## src/rtl/frd_pkg.sv

```systemverilog
`timescale 1ns/1ps
package frd_pkg;

  typedef enum logic [1:0] {
    PH_IDLE  = 2'd0,
    PH_ADDR  = 2'd1,
    PH_DUMMY = 2'd2,
    PH_DATA  = 2'd3
  } phase_e;

  typedef struct packed {
    logic valid;
    logic dual_addr;
    logic dual_data;
    logic has_dummy;
  } mode_t;

  localparam logic [7:0] OP_PLAIN = 8'h03;
  localparam logic [7:0] OP_FAST  = 8'h0B;
  localparam logic [7:0] OP_DOUT  = 8'h3B;
  localparam logic [7:0] OP_DIO   = 8'hBB;

  function automatic mode_t decode_op(input logic [7:0] op);
    mode_t m;
    m = '0;
    case (op)
      OP_PLAIN: m = '{valid: 1'b1, dual_addr: 1'b0, dual_data: 1'b0, has_dummy: 1'b0};
      OP_FAST:  m = '{valid: 1'b1, dual_addr: 1'b0, dual_data: 1'b0, has_dummy: 1'b1};
      OP_DOUT:  m = '{valid: 1'b1, dual_addr: 1'b0, dual_data: 1'b1, has_dummy: 1'b1};
      OP_DIO:   m = '{valid: 1'b1, dual_addr: 1'b1, dual_data: 1'b1, has_dummy: 1'b1};
      default:  m = '0;
    endcase
    return m;
  endfunction

endpackage

```

## src/rtl/frd_phase_ctrl.sv

```systemverilog
`timescale 1ns/1ps
module frd_phase_ctrl
  import frd_pkg::*;
#(
  parameter int CMD_AW = 24,
  parameter int BYTE_W = 8
) (
  input  logic   clk,
  input  logic   rst_n,
  input  logic   cs_n,
  input  logic   hold_n,
  input  logic   sck_rise,
  input  logic   sck_fall,
  input  logic   cmd_valid,
  input  logic [7:0] cmd_op,
  output phase_e phase,
  output logic   dual_addr,
  output logic   dual_data,
  output logic   addr_shift,
  output logic   fall_ok,
  output logic   data_go
);

  localparam int CNT_MAX = (CMD_AW > BYTE_W) ? CMD_AW : BYTE_W;
  localparam int CNT_W   = $clog2(CNT_MAX);
  localparam logic [CNT_W-1:0] ADDR_SGL = CNT_W'(CMD_AW - 1);
  localparam logic [CNT_W-1:0] ADDR_DUO = CNT_W'(CMD_AW / 2 - 1);
  localparam logic [CNT_W-1:0] DUM_SGL  = CNT_W'(BYTE_W - 1);
  localparam logic [CNT_W-1:0] DUM_DUO  = CNT_W'(BYTE_W / 2 - 1);

  phase_e           phase_q, phase_d;
  logic [CNT_W-1:0] cnt_q, cnt_d;
  mode_t            mode_q, mode_d;
  mode_t            dec;
  logic             go_q, go_d;
  logic             rise_ok;

  assign dec     = decode_op(cmd_op);
  assign rise_ok = sck_rise & hold_n & ~cs_n;
  assign fall_ok = sck_fall & hold_n & ~cs_n;

  always_comb begin
    phase_d = phase_q;
    cnt_d   = cnt_q;
    mode_d  = mode_q;
    go_d    = 1'b0;
    if (cs_n) begin
      phase_d = PH_IDLE;
    end else begin
      case (phase_q)
        PH_IDLE: begin
          if (cmd_valid && dec.valid) begin
            mode_d  = dec;
            phase_d = PH_ADDR;
            cnt_d   = dec.dual_addr ? ADDR_DUO : ADDR_SGL;
          end
        end
        PH_ADDR: begin
          if (rise_ok) begin
            if (cnt_q == '0) begin
              if (mode_q.has_dummy) begin
                phase_d = PH_DUMMY;
                cnt_d   = mode_q.dual_addr ? DUM_DUO : DUM_SGL;
              end else begin
                phase_d = PH_DATA;
                go_d    = 1'b1;
              end
            end else begin
              cnt_d = cnt_q - 1'b1;
            end
          end
        end
        PH_DUMMY: begin
          if (rise_ok) begin
            if (cnt_q == '0) begin
              phase_d = PH_DATA;
              go_d    = 1'b1;
            end else begin
              cnt_d = cnt_q - 1'b1;
            end
          end
        end
        default: ;
      endcase
    end
  end

  always_ff @(posedge clk or negedge rst_n) begin
    if (!rst_n) begin
      phase_q <= PH_IDLE;
      cnt_q   <= '0;
      mode_q  <= '0;
      go_q    <= 1'b0;
    end else begin
      phase_q <= phase_d;
      cnt_q   <= cnt_d;
      mode_q  <= mode_d;
      go_q    <= go_d;
    end
  end

  assign phase      = phase_q;
  assign dual_addr  = mode_q.dual_addr;
  assign dual_data  = mode_q.dual_data;
  assign addr_shift = rise_ok & (phase_q == PH_ADDR);
  assign data_go    = go_q & (phase_q == PH_DATA);


  cs_idle_chk: assert property (@(posedge clk) disable iff (!rst_n)
    cs_n |=> phase_q == PH_IDLE);


  hold_freeze_chk: assert property (@(posedge clk) disable iff (!rst_n)
    (!hold_n && !cs_n && phase_q != PH_IDLE) |=> ($stable(phase_q) && $stable(cnt_q)));

endmodule

```

## src/rtl/frd_addr_unit.sv

```systemverilog
`timescale 1ns/1ps
module frd_addr_unit #(
  parameter int ARRAY_AW = 19
) (
  input  logic                clk,
  input  logic                rst_n,
  input  logic                shift_en,
  input  logic                dual,
  input  logic [1:0]          lanes,
  input  logic                inc,
  output logic [ARRAY_AW-1:0] addr
);

  logic [ARRAY_AW-1:0] addr_q, addr_d;

  always_comb begin
    addr_d = addr_q;
    if (shift_en) begin
      addr_d = dual ? {addr_q[ARRAY_AW-3:0], lanes}
                    : {addr_q[ARRAY_AW-2:0], lanes[0]};
    end else if (inc) begin
      addr_d = addr_q + 1'b1;
    end
  end

  always_ff @(posedge clk or negedge rst_n) begin
    if (!rst_n) addr_q <= '0;
    else        addr_q <= addr_d;
  end

  assign addr = addr_q;

endmodule

```

## src/rtl/frd_serializer.sv

```systemverilog
`timescale 1ns/1ps
module frd_serializer #(
  parameter int BYTE_W = 8
) (
  input  logic              clk,
  input  logic              rst_n,
  input  logic              in_data,
  input  logic              fall_ok,
  input  logic              hold_n,
  input  logic              dual,
  input  logic              go,
  input  logic [BYTE_W-1:0] mem_rdata,
  output logic              mem_rd_en,
  output logic [1:0]        sio_out,
  output logic [1:0]        sio_oe
);

  localparam int BC_W = $clog2(BYTE_W);
  localparam logic [BC_W-1:0] BEATS_SGL = BC_W'(BYTE_W - 1);
  localparam logic [BC_W-1:0] BEATS_DUO = BC_W'(BYTE_W / 2 - 1);

  logic [BYTE_W-1:0] sh_q, sh_d;
  logic [BYTE_W-1:0] nxt_q, nxt_d;
  logic [BC_W-1:0]   bcnt_q, bcnt_d;
  logic              drv_q, drv_d;
  logic              pend_q;
  logic              issue;

  assign issue = in_data & (go | (fall_ok & (bcnt_q == '0)));

  always_comb begin
    sh_d   = sh_q;
    nxt_d  = nxt_q;
    bcnt_d = bcnt_q;
    drv_d  = drv_q;
    if (pend_q) nxt_d = mem_rdata;
    if (!in_data) begin
      bcnt_d = '0;
      drv_d  = 1'b0;
    end else if (fall_ok) begin
      drv_d = 1'b1;
      if (bcnt_q == '0) begin
        sh_d   = nxt_q;
        bcnt_d = dual ? BEATS_DUO : BEATS_SGL;
      end else begin
        sh_d   = dual ? (sh_q << 2) : (sh_q << 1);
        bcnt_d = bcnt_q - 1'b1;
      end
    end
  end

  always_ff @(posedge clk or negedge rst_n) begin
    if (!rst_n) begin
      sh_q   <= '0;
      nxt_q  <= '0;
      bcnt_q <= '0;
      drv_q  <= 1'b0;
      pend_q <= 1'b0;
    end else begin
      sh_q   <= sh_d;
      nxt_q  <= nxt_d;
      bcnt_q <= bcnt_d;
      drv_q  <= drv_d;
      pend_q <= issue;
    end
  end

  assign mem_rd_en = issue;
  assign sio_out   = dual ? sh_q[BYTE_W-1 -: 2] : {sh_q[BYTE_W-1], 1'b0};
  assign sio_oe    = (drv_q & hold_n & in_data) ? (dual ? 2'b11 : 2'b10) : 2'b00;


  hold_shift_chk: assert property (@(posedge clk) disable iff (!rst_n)
    !hold_n |=> $stable(sh_q));

endmodule

```

## src/rtl/flash_read_engine.sv

```systemverilog
`timescale 1ns/1ps
module flash_read_engine
  import frd_pkg::*;
#(
  parameter int ARRAY_AW = 19,
  parameter int CMD_AW   = 24,
  parameter int BYTE_W   = 8
) (
  input  logic                clk,
  input  logic                rst_n,
  input  logic                cs_n,
  input  logic                hold_n,
  input  logic                sck_rise,
  input  logic                sck_fall,
  input  logic                cmd_valid,
  input  logic [7:0]          cmd_op,
  input  logic [1:0]          sio_in,
  output logic [1:0]          sio_out,
  output logic [1:0]          sio_oe,
  output logic                mem_rd_en,
  output logic [ARRAY_AW-1:0] mem_addr,
  input  logic [BYTE_W-1:0]   mem_rdata
);

  logic [1:0] rst_sync_q;
  logic       rst_i;

  always_ff @(posedge clk or negedge rst_n) begin
    if (!rst_n) rst_sync_q <= 2'b00;
    else        rst_sync_q <= {rst_sync_q[0], 1'b1};
  end
  assign rst_i = rst_sync_q[1];

  phase_e phase;
  logic   dual_addr, dual_data, addr_shift, fall_ok, data_go;

  frd_phase_ctrl #(.CMD_AW(CMD_AW), .BYTE_W(BYTE_W)) ctrl_i (
    .clk(clk), .rst_n(rst_i), .cs_n(cs_n), .hold_n(hold_n),
    .sck_rise(sck_rise), .sck_fall(sck_fall),
    .cmd_valid(cmd_valid), .cmd_op(cmd_op),
    .phase(phase), .dual_addr(dual_addr), .dual_data(dual_data),
    .addr_shift(addr_shift), .fall_ok(fall_ok), .data_go(data_go)
  );

  frd_addr_unit #(.ARRAY_AW(ARRAY_AW)) addr_i (
    .clk(clk), .rst_n(rst_i), .shift_en(addr_shift), .dual(dual_addr),
    .lanes(sio_in), .inc(mem_rd_en), .addr(mem_addr)
  );

  frd_serializer #(.BYTE_W(BYTE_W)) ser_i (
    .clk(clk), .rst_n(rst_i), .in_data(phase == PH_DATA), .fall_ok(fall_ok),
    .hold_n(hold_n), .dual(dual_data), .go(data_go), .mem_rdata(mem_rdata),
    .mem_rd_en(mem_rd_en), .sio_out(sio_out), .sio_oe(sio_oe)
  );


  rd_in_data_chk: assert property (@(posedge clk) disable iff (!rst_i)
    mem_rd_en |-> phase == PH_DATA);


  sgl_lane0_chk: assert property (@(posedge clk) disable iff (!rst_i)
    (phase == PH_DATA && !dual_data) |-> !sio_oe[0]);


  bad_op_chk: assert property (@(posedge clk) disable iff (!rst_i)
    (phase == PH_IDLE && cmd_valid && !decode_op(cmd_op).valid) |=> phase == PH_IDLE);

endmodule

```

## config.mk

```make
export PLATFORM = sky130hd
export DESIGN_NAME = flash_read_engine
export DESIGN_NICKNAME = d
export VERILOG_FILES = /design/src/rtl/frd_pkg.sv /design/src/rtl/frd_phase_ctrl.sv /design/src/rtl/frd_addr_unit.sv /design/src/rtl/frd_serializer.sv /design/src/rtl/flash_read_engine.sv
export SDC_FILE = /design/constraint.sdc
export NUM_CORES = 1
export LEC_CHECK = 0
export ABC_CLOCK_PERIOD_IN_PS = 2300
export BUFFER_PORTS_ARGS = -buffer_cell sky130_fd_sc_hd__buf_4
export CAP_MARGIN = 25
export CORE_ASPECT_RATIO = 1.5
export CORE_MARGIN = 1.5
export CORE_UTILIZATION = 30
export CTS_CLUSTER_SIZE = 24
export DETAILED_ROUTE_END_ITERATION = 8
export PLACE_DENSITY_LB_ADDON = 0.1
export SKIP_LAST_GASP = 1
export SYNTH_ARGS = -nofsm -noshare
export SYNTH_HDL_FRONTEND = slang
export SYNTH_SLANG_ARGS = --single-unit
```

## constraint.sdc

```tcl
create_clock -name clk -period 2.3 [get_ports clk]
set_input_delay 0.23 -clock clk [delete_from_list [all_inputs] [get_ports clk]]
set_output_delay 0.23 -clock clk [all_outputs]
set_load 0.02 [all_outputs]
```

* After elaboration in Yosys (flattened, before gate mapping)
Cells that the tools add are included.
Storage, ports and cells: register bits 53, bits in latches 0, memory bits (writable) 0, memory bits (read-only) 0, input bits 25, output and inout bits 24, word-level logic and storage cells 96, memories 0
Operators by class: add/sub/neg operators 3, $mul 0, div/mod/pow operators 0, order comparisons 0, equal/unequal tests 18, shift operators 0, mux-type cells 39, bitwise gates (word level) 12, reductions and logical operators 11
Operators with widths (count):
- 19-bit 2-to-1 mux | 3
- 5-bit 2-to-1 mux | 7
- 19-bit by 1-bit adder with 19-bit output (second input constant) | 1
- 3-bit by 2-bit != test with 1-bit output (second input constant) | 6
- 8-bit 2-to-1 mux | 2
- 4-bit case mux with 4 select lines | 1
- 3-bit 2-to-1 mux | 5
- 5-bit case mux with 3 select lines | 1
- 2-bit 2-to-1 mux | 7
- 1-bit 2-to-1 mux | 11
- 1-bit AND | 10
- 8-bit by 2-bit equality test with 1-bit output (second input constant) | 1
- 8-bit by 4-bit equality test with 1-bit output (second input constant) | 1
- 8-bit by 6-bit equality test with 1-bit output (second input constant) | 1
- 8-bit equality test (second input constant) | 1
- 7-bit AND reduction | 1
- 2-bit by 1-bit != test with 1-bit output (second input constant) | 3
- 2-bit case mux with 3 select lines | 1
- 6-bit AND reduction | 1
- 5-bit zero test | 1
- 5-bit by 1-bit subtractor with 5-bit output (second input constant) | 1
- 2-bit equality test (second input constant) | 2
- 2-bit != test (second input constant) | 2
- 4-bit nonzero test | 1
- other kinds (12) | 12

* Depth between registers and ports, before layout
depth after elaboration 7, mapped depth 8, depth with buffers taken out 7

* Hierarchy
Synthesis repeated with hierarchy kept, for this count alone.
Unflattened totals: cell total of the unflattened synthesis 339, area total of the unflattened synthesis 3255.6 um^2
Modules (own cells, without submodules):
- frd_addr_unit | instances 1, cells each 150, area an instance 1288.7 um^2, sequential area each 475.5 um^2
- frd_serializer | instances 1, cells each 97, area an instance 1049.8 um^2, sequential area each 525.5 um^2
- frd_phase_ctrl | instances 1, cells each 88, area an instance 857.1 um^2, sequential area each 275.3 um^2
- flash_read_engine | instances 1, cells each 4, area an instance 60.1 um^2, sequential area each 50.0 um^2

* Worst setup path before layout
OpenSTA, ideal clock, no wires.
kind register -> register, start point reg ctrl_i.phase_q[1], in the netlist ctrl_i.phase[1], end point reg ctrl_i.cnt_q[2], library setup time 0.119 ns, arrival 1.921 ns, data required time 2.181 ns, slack 0.260 ns, cell stages (with the launch flop) 9, path buffers 1, period minus slack after synthesis 2.040 ns, path through dfrtp_1 inv_1 ha_1 buf_6 or2_4 a211o_1 a221oi_4 o21ai_1 a21bo_2
On the way: word-level cells in the longest chain between the ends 3, elaborated cells between the ends (all ways) 11, those cells by class 7 x eq/ne; 1 x mux; 3 x reduce/logical
Ends and longest elaborated chain:
- from (decl) | RTL line frd_phase_ctrl.sv:31 | phase_e phase_q, phase_d;
- from (signal assigned) | RTL line frd_phase_ctrl.sv:95 | phase_q <= phase_d;
- 2-bit by 1-bit equality test with 1-bit output, or another cell as far along | RTL line frd_phase_ctrl.sv:50 | case (phase_q)
- 3-bit by 2-bit != test with 1-bit output (no line), or another cell as far along
- 7-bit AND reduction (no line)
- to (signal assigned) | RTL line frd_phase_ctrl.sv:96 | cnt_q <= cnt_d;
- to (decl) | RTL line frd_phase_ctrl.sv:32 | logic [CNT_W-1:0] cnt_q, cnt_d;
Parallel ways exist; a longest one is shown, timed or not. A chain may end at the register's enable or synchronous reset.

* Worst setup path after layout
start point reg ctrl_i.phase_q[0], in the netlist ctrl_i.phase[0], end point reg ctrl_i.cnt_q[2]
Same word-level chain as after synthesis.

==> flow_metrics.tcl <==
set metrics [dict create \
    status "completed" \
    crit_buf_inv 2 \
    finalSetupViolations 0 \
    setup_ws_ps 174 \
    max_freq_mhz 470 \
    synthDistinctLibCells 54 \
    grt_overflow 0 \
    syn_area_um2 3120 \
    post_drt_wl_per_cell_um 15.2 \
    synthFlopType "dfrtp_1" \
    hpwlAfterDp_um 5630 \
    grt_pass1_vias 2710 \
    row_count 45 \
    die_h_um 128 \
    drc_errors 0 \
    syn_avg_cell_area_um2 9.37 \
    place_ws_ps 76.9 \
    routed_wl_um 7680 \
    synth-edff-count 0 \
    syn_to_final_growth_pct 23.9 \
    ir_drop_mv 0.339 \
    hp-class "input port to register" \
    rsz0062_at_grt "no" \
    switching_share_pct 35.7 \
    synthCells 333 \
    synthArstFlopShare_pct 100 \
    start_kind "register" \
    firstDrtPassIters 4 \
    p_per_area_nw_per_um2 796 \
    ys.warnings.count 0 \
    synth_fp_nets 366 \
    worst_pin_slew_ps 615 \
    critical_path_class "register to register" \
    via_per_inst 5.18 \
    dpl_cell_area_um2 3690 \
    p_clk_share_pct 25.9 \
    io_pins 49 \
    instances_no_fill 507 \
    crit_path_end_kind "register" \
    skew_ps 8.99 \
    hold_violations 0 \
    fin_tns_setup_ps 0 \
    ant_nets 0 \
    combPwrFrac_pct 30.8 \
    dp.cells 497 \
    grt.total_usage_pct 14.7 \
    num_vias 2627 \
    clock_path_buffers 2 \
    fillers 1074 \
    die_x_um 86.3 \
    ctsResizeCount 0 \
    cpMaxStageDelayCell "dfrtp_1" \
    max_stage_delay_ps 400 \
    worstPathArrival_ps 2320 \
    clk_pin_slew_ps 80 \
    leakage_nw 1.68 \
    p_total_mw 3.08 \
    cts_root_buf "clkbuf_16" \
    cts_tree "yes" \
    dieArea_um2 11000 \
    antenna_found_initial 0 \
    clock_latency_ps 300 \
    diodes 0 \
    critPathRequiredTime_ps 2500 \
    ys_ff_latch 53 \
    max-cap-violations 0 \
    cp_max_fo 9 \
    drt_iter0_drc 79 \
    gp_congestion 0.837 \
    grt_max_degree 38 \
    p_int_mw 1.98 \
    min_period_ps 2130 \
    final_area_um2 3870 \
    p_switching_mw 1.10 \
    start_util_pct 30.8 \
    synth_seq_area_share_pct 42.5 \
    final_layout_size_suffix_gt1_share_pct 24.1 \
    final_nets 422 \
    drv_slew 0 \
    cts-buffers-inserted 5 \
    cts_max_level 2 \
    crit_family "compound AO/OA/AOI/OAI gates" \
    core_um2 10100 \
    cts_sinks 53 \
    port_buffers 48 \
    relSlewSlack_pct 59.0 \
    cp_cell_sequence "inv_1 -> ha_1 -> or2_4 -> a211o_1 -> a221oi_4 -> buf_12 -> o21ai_1 -> a21bo_2" \
    period_share_pct 92.5 \
    seqPwrFrac_pct 43.3 \
    grt_pass1_wl_um 12900 \
]
stage by stage:
step                      hold WS (ps)  util, %
final                              156     38.2
after global routing               154     38.2
after detailed placement          14.3     36.4
after CTS                          152     38.0
after floorplan                  -65.6        -
after global placement            13.2     36.4
flip-flops by register name, indices dropped and copies added (netlist names):
name              cells
ser_i.pend_q          1
ser_i.nxt_q           8
ser_i.drv_q           1
ctrl_i.cnt_q          5
ser_i.sh_q            8
ctrl_i.dual_data      1
ctrl_i.mode_q         1
rst_sync_q            2
ctrl_i.dual_addr      1
addr_i.addr          19
ctrl_i.phase          2
ctrl_i.go_q           1
ser_i.bcnt_q          3
final timing paths:
kind	start	end	slack, ps	cells after the start
worst min-delay path	mem_rdata[7]	ser_i.nxt_q[7]	160	2
min in group asynchronous	rst_n	rst_sync_q[1]	240	2
worst max register to register	ctrl_i.phase[0]	ctrl_i.cnt_q[2]	170	8
worst min register to register	rst_sync_q[1]	ser_i.sh_q[7]	270	0
worst max-delay path	ctrl_i.phase[0]	ctrl_i.cnt_q[2]	170	8
max in group asynchronous	rst_sync_q[1]	ctrl_i.cnt_q[0]	1450	1
area by class of cell:
cell class                      count  area, um^2  area share, %
Clock buffer                        5         125           3.24
Clock inverter                      3        26.3          0.679
Multi-Input combinational cell    251        1670           43.3
Inverter                           12        45.0           1.16
Tap cell                          117         146           3.79
Timing Repair Buffer               66         523           13.5
Sequential cell                    53        1330           34.3
routing by layer:
| metal | vias to the layer above | wire [um] | global-route usage, % |
|---|---|---|---|
| met5 | - | 0 | 0 |
| met4 | 0 | 153 | 5.03 |
| met3 | 11 | 311 | 2.83 |
| met2 | 54 | 3870 | 26.4 |
| met1 | 1253 | 3350 | 17.5 |
| li1 | 1309 | - | - |
worst register-to-register path, stage by stage (launching register included):
cell      delay [ps]
dfrtp_1          400
inv_1             80
ha_1             270
or2_4            300
a211o_1          330
a221oi_4         230
buf_12           160
o21ai_1           60
a21bo_2          210
power by group through the flow:
stage / clock (mW) / sequential [mW] / combinational, mW
final: 0.797 / 1.33 / 0.949
after CTS: 0.822 / 1.34 / 0.954
after global routing: 0.855 / 1.37 / 1.04
after detailed placement: 0 / 1.35 / 0.949
after global placement: 0 / 1.35 / 0.936
after floorplan: 0 / 1.45 / 0.454
Yosys cell counts, drive strengths merged (4+ instances only):
| master | count | area, um^2 |
|---|---|---|
| dfrtp | 53 | 1330 |
| nand2 | 35 | 131 |
| a21oi | 33 | 165 |
| nor2 | 21 | 78.8 |
| o21ai | 16 | 80.1 |
| clkbuf | 14 | 52.6 |
| mux2i | 14 | 140 |
| nor2b | 14 | 87.6 |
| a211oi | 12 | 90.1 |
| inv | 12 | 45.0 |
| mux2 | 10 | 113 |
| nand4 | 9 | 56.3 |
| xor2 | 9 | 78.8 |
| ha | 8 | 100 |
| nand3 | 8 | 40.0 |
| and3 | 6 | 37.5 |
| a21o | 4 | 30.0 |
| a31oi | 4 | 25.0 |
| nor3 | 4 | 20.0 |
| o22ai | 4 | 25.0 |
| o31ai | 4 | 43.8 |
| xnor2 | 4 | 35.0 |
cells by family after synthesis:
family                     Yosys count  synth area share [%]
AOI/OAI and AO/OA                   88                  18.3
and+or+nand+nor                    117                  20.3
DFF                                 53                  42.5
adders and majority gates            8                  3.21
muxes                               24                  8.10
xor gates and xnor gates            13                  3.65
buffers and inverters               29                  3.89
other                                1                 0.120
placed cells by master (no fill, tap or decap), types with 6 or more instances in the layout:
| master | Yosys | final |
|---|---|---|
| buf_4 | 1 | 63 |
| dfrtp_1 | 53 | 52 |
| nand2_1 | 35 | 35 |
| a21oi_1 | 33 | 33 |
| nor2_1 | 21 | 21 |
| o21ai_0 | 14 | 14 |
| mux2i_1 | 14 | 14 |
| nor2b_1 | 14 | 14 |
| inv_1 | 12 | 12 |
| a211oi_1 | 12 | 12 |
| mux2_2 | 10 | 10 |
| nand4_1 | 9 | 9 |
| xor2_1 | 9 | 9 |
| nand3_1 | 8 | 8 |
| ha_1 | 8 | 8 |
| and3_1 | 6 | 6 |
timing repair:
| item | in CTS | in global routing |
|---|---|---|
| hold buffers | 1 | 0 |
| buffers inserted | 0 | 1 |
| endpoints found under the hold margin | 2 | 0 |
| endpoints found under the setup margin | 0 | 2 |
No activity file was read; power rests on OpenSTA's default activity.
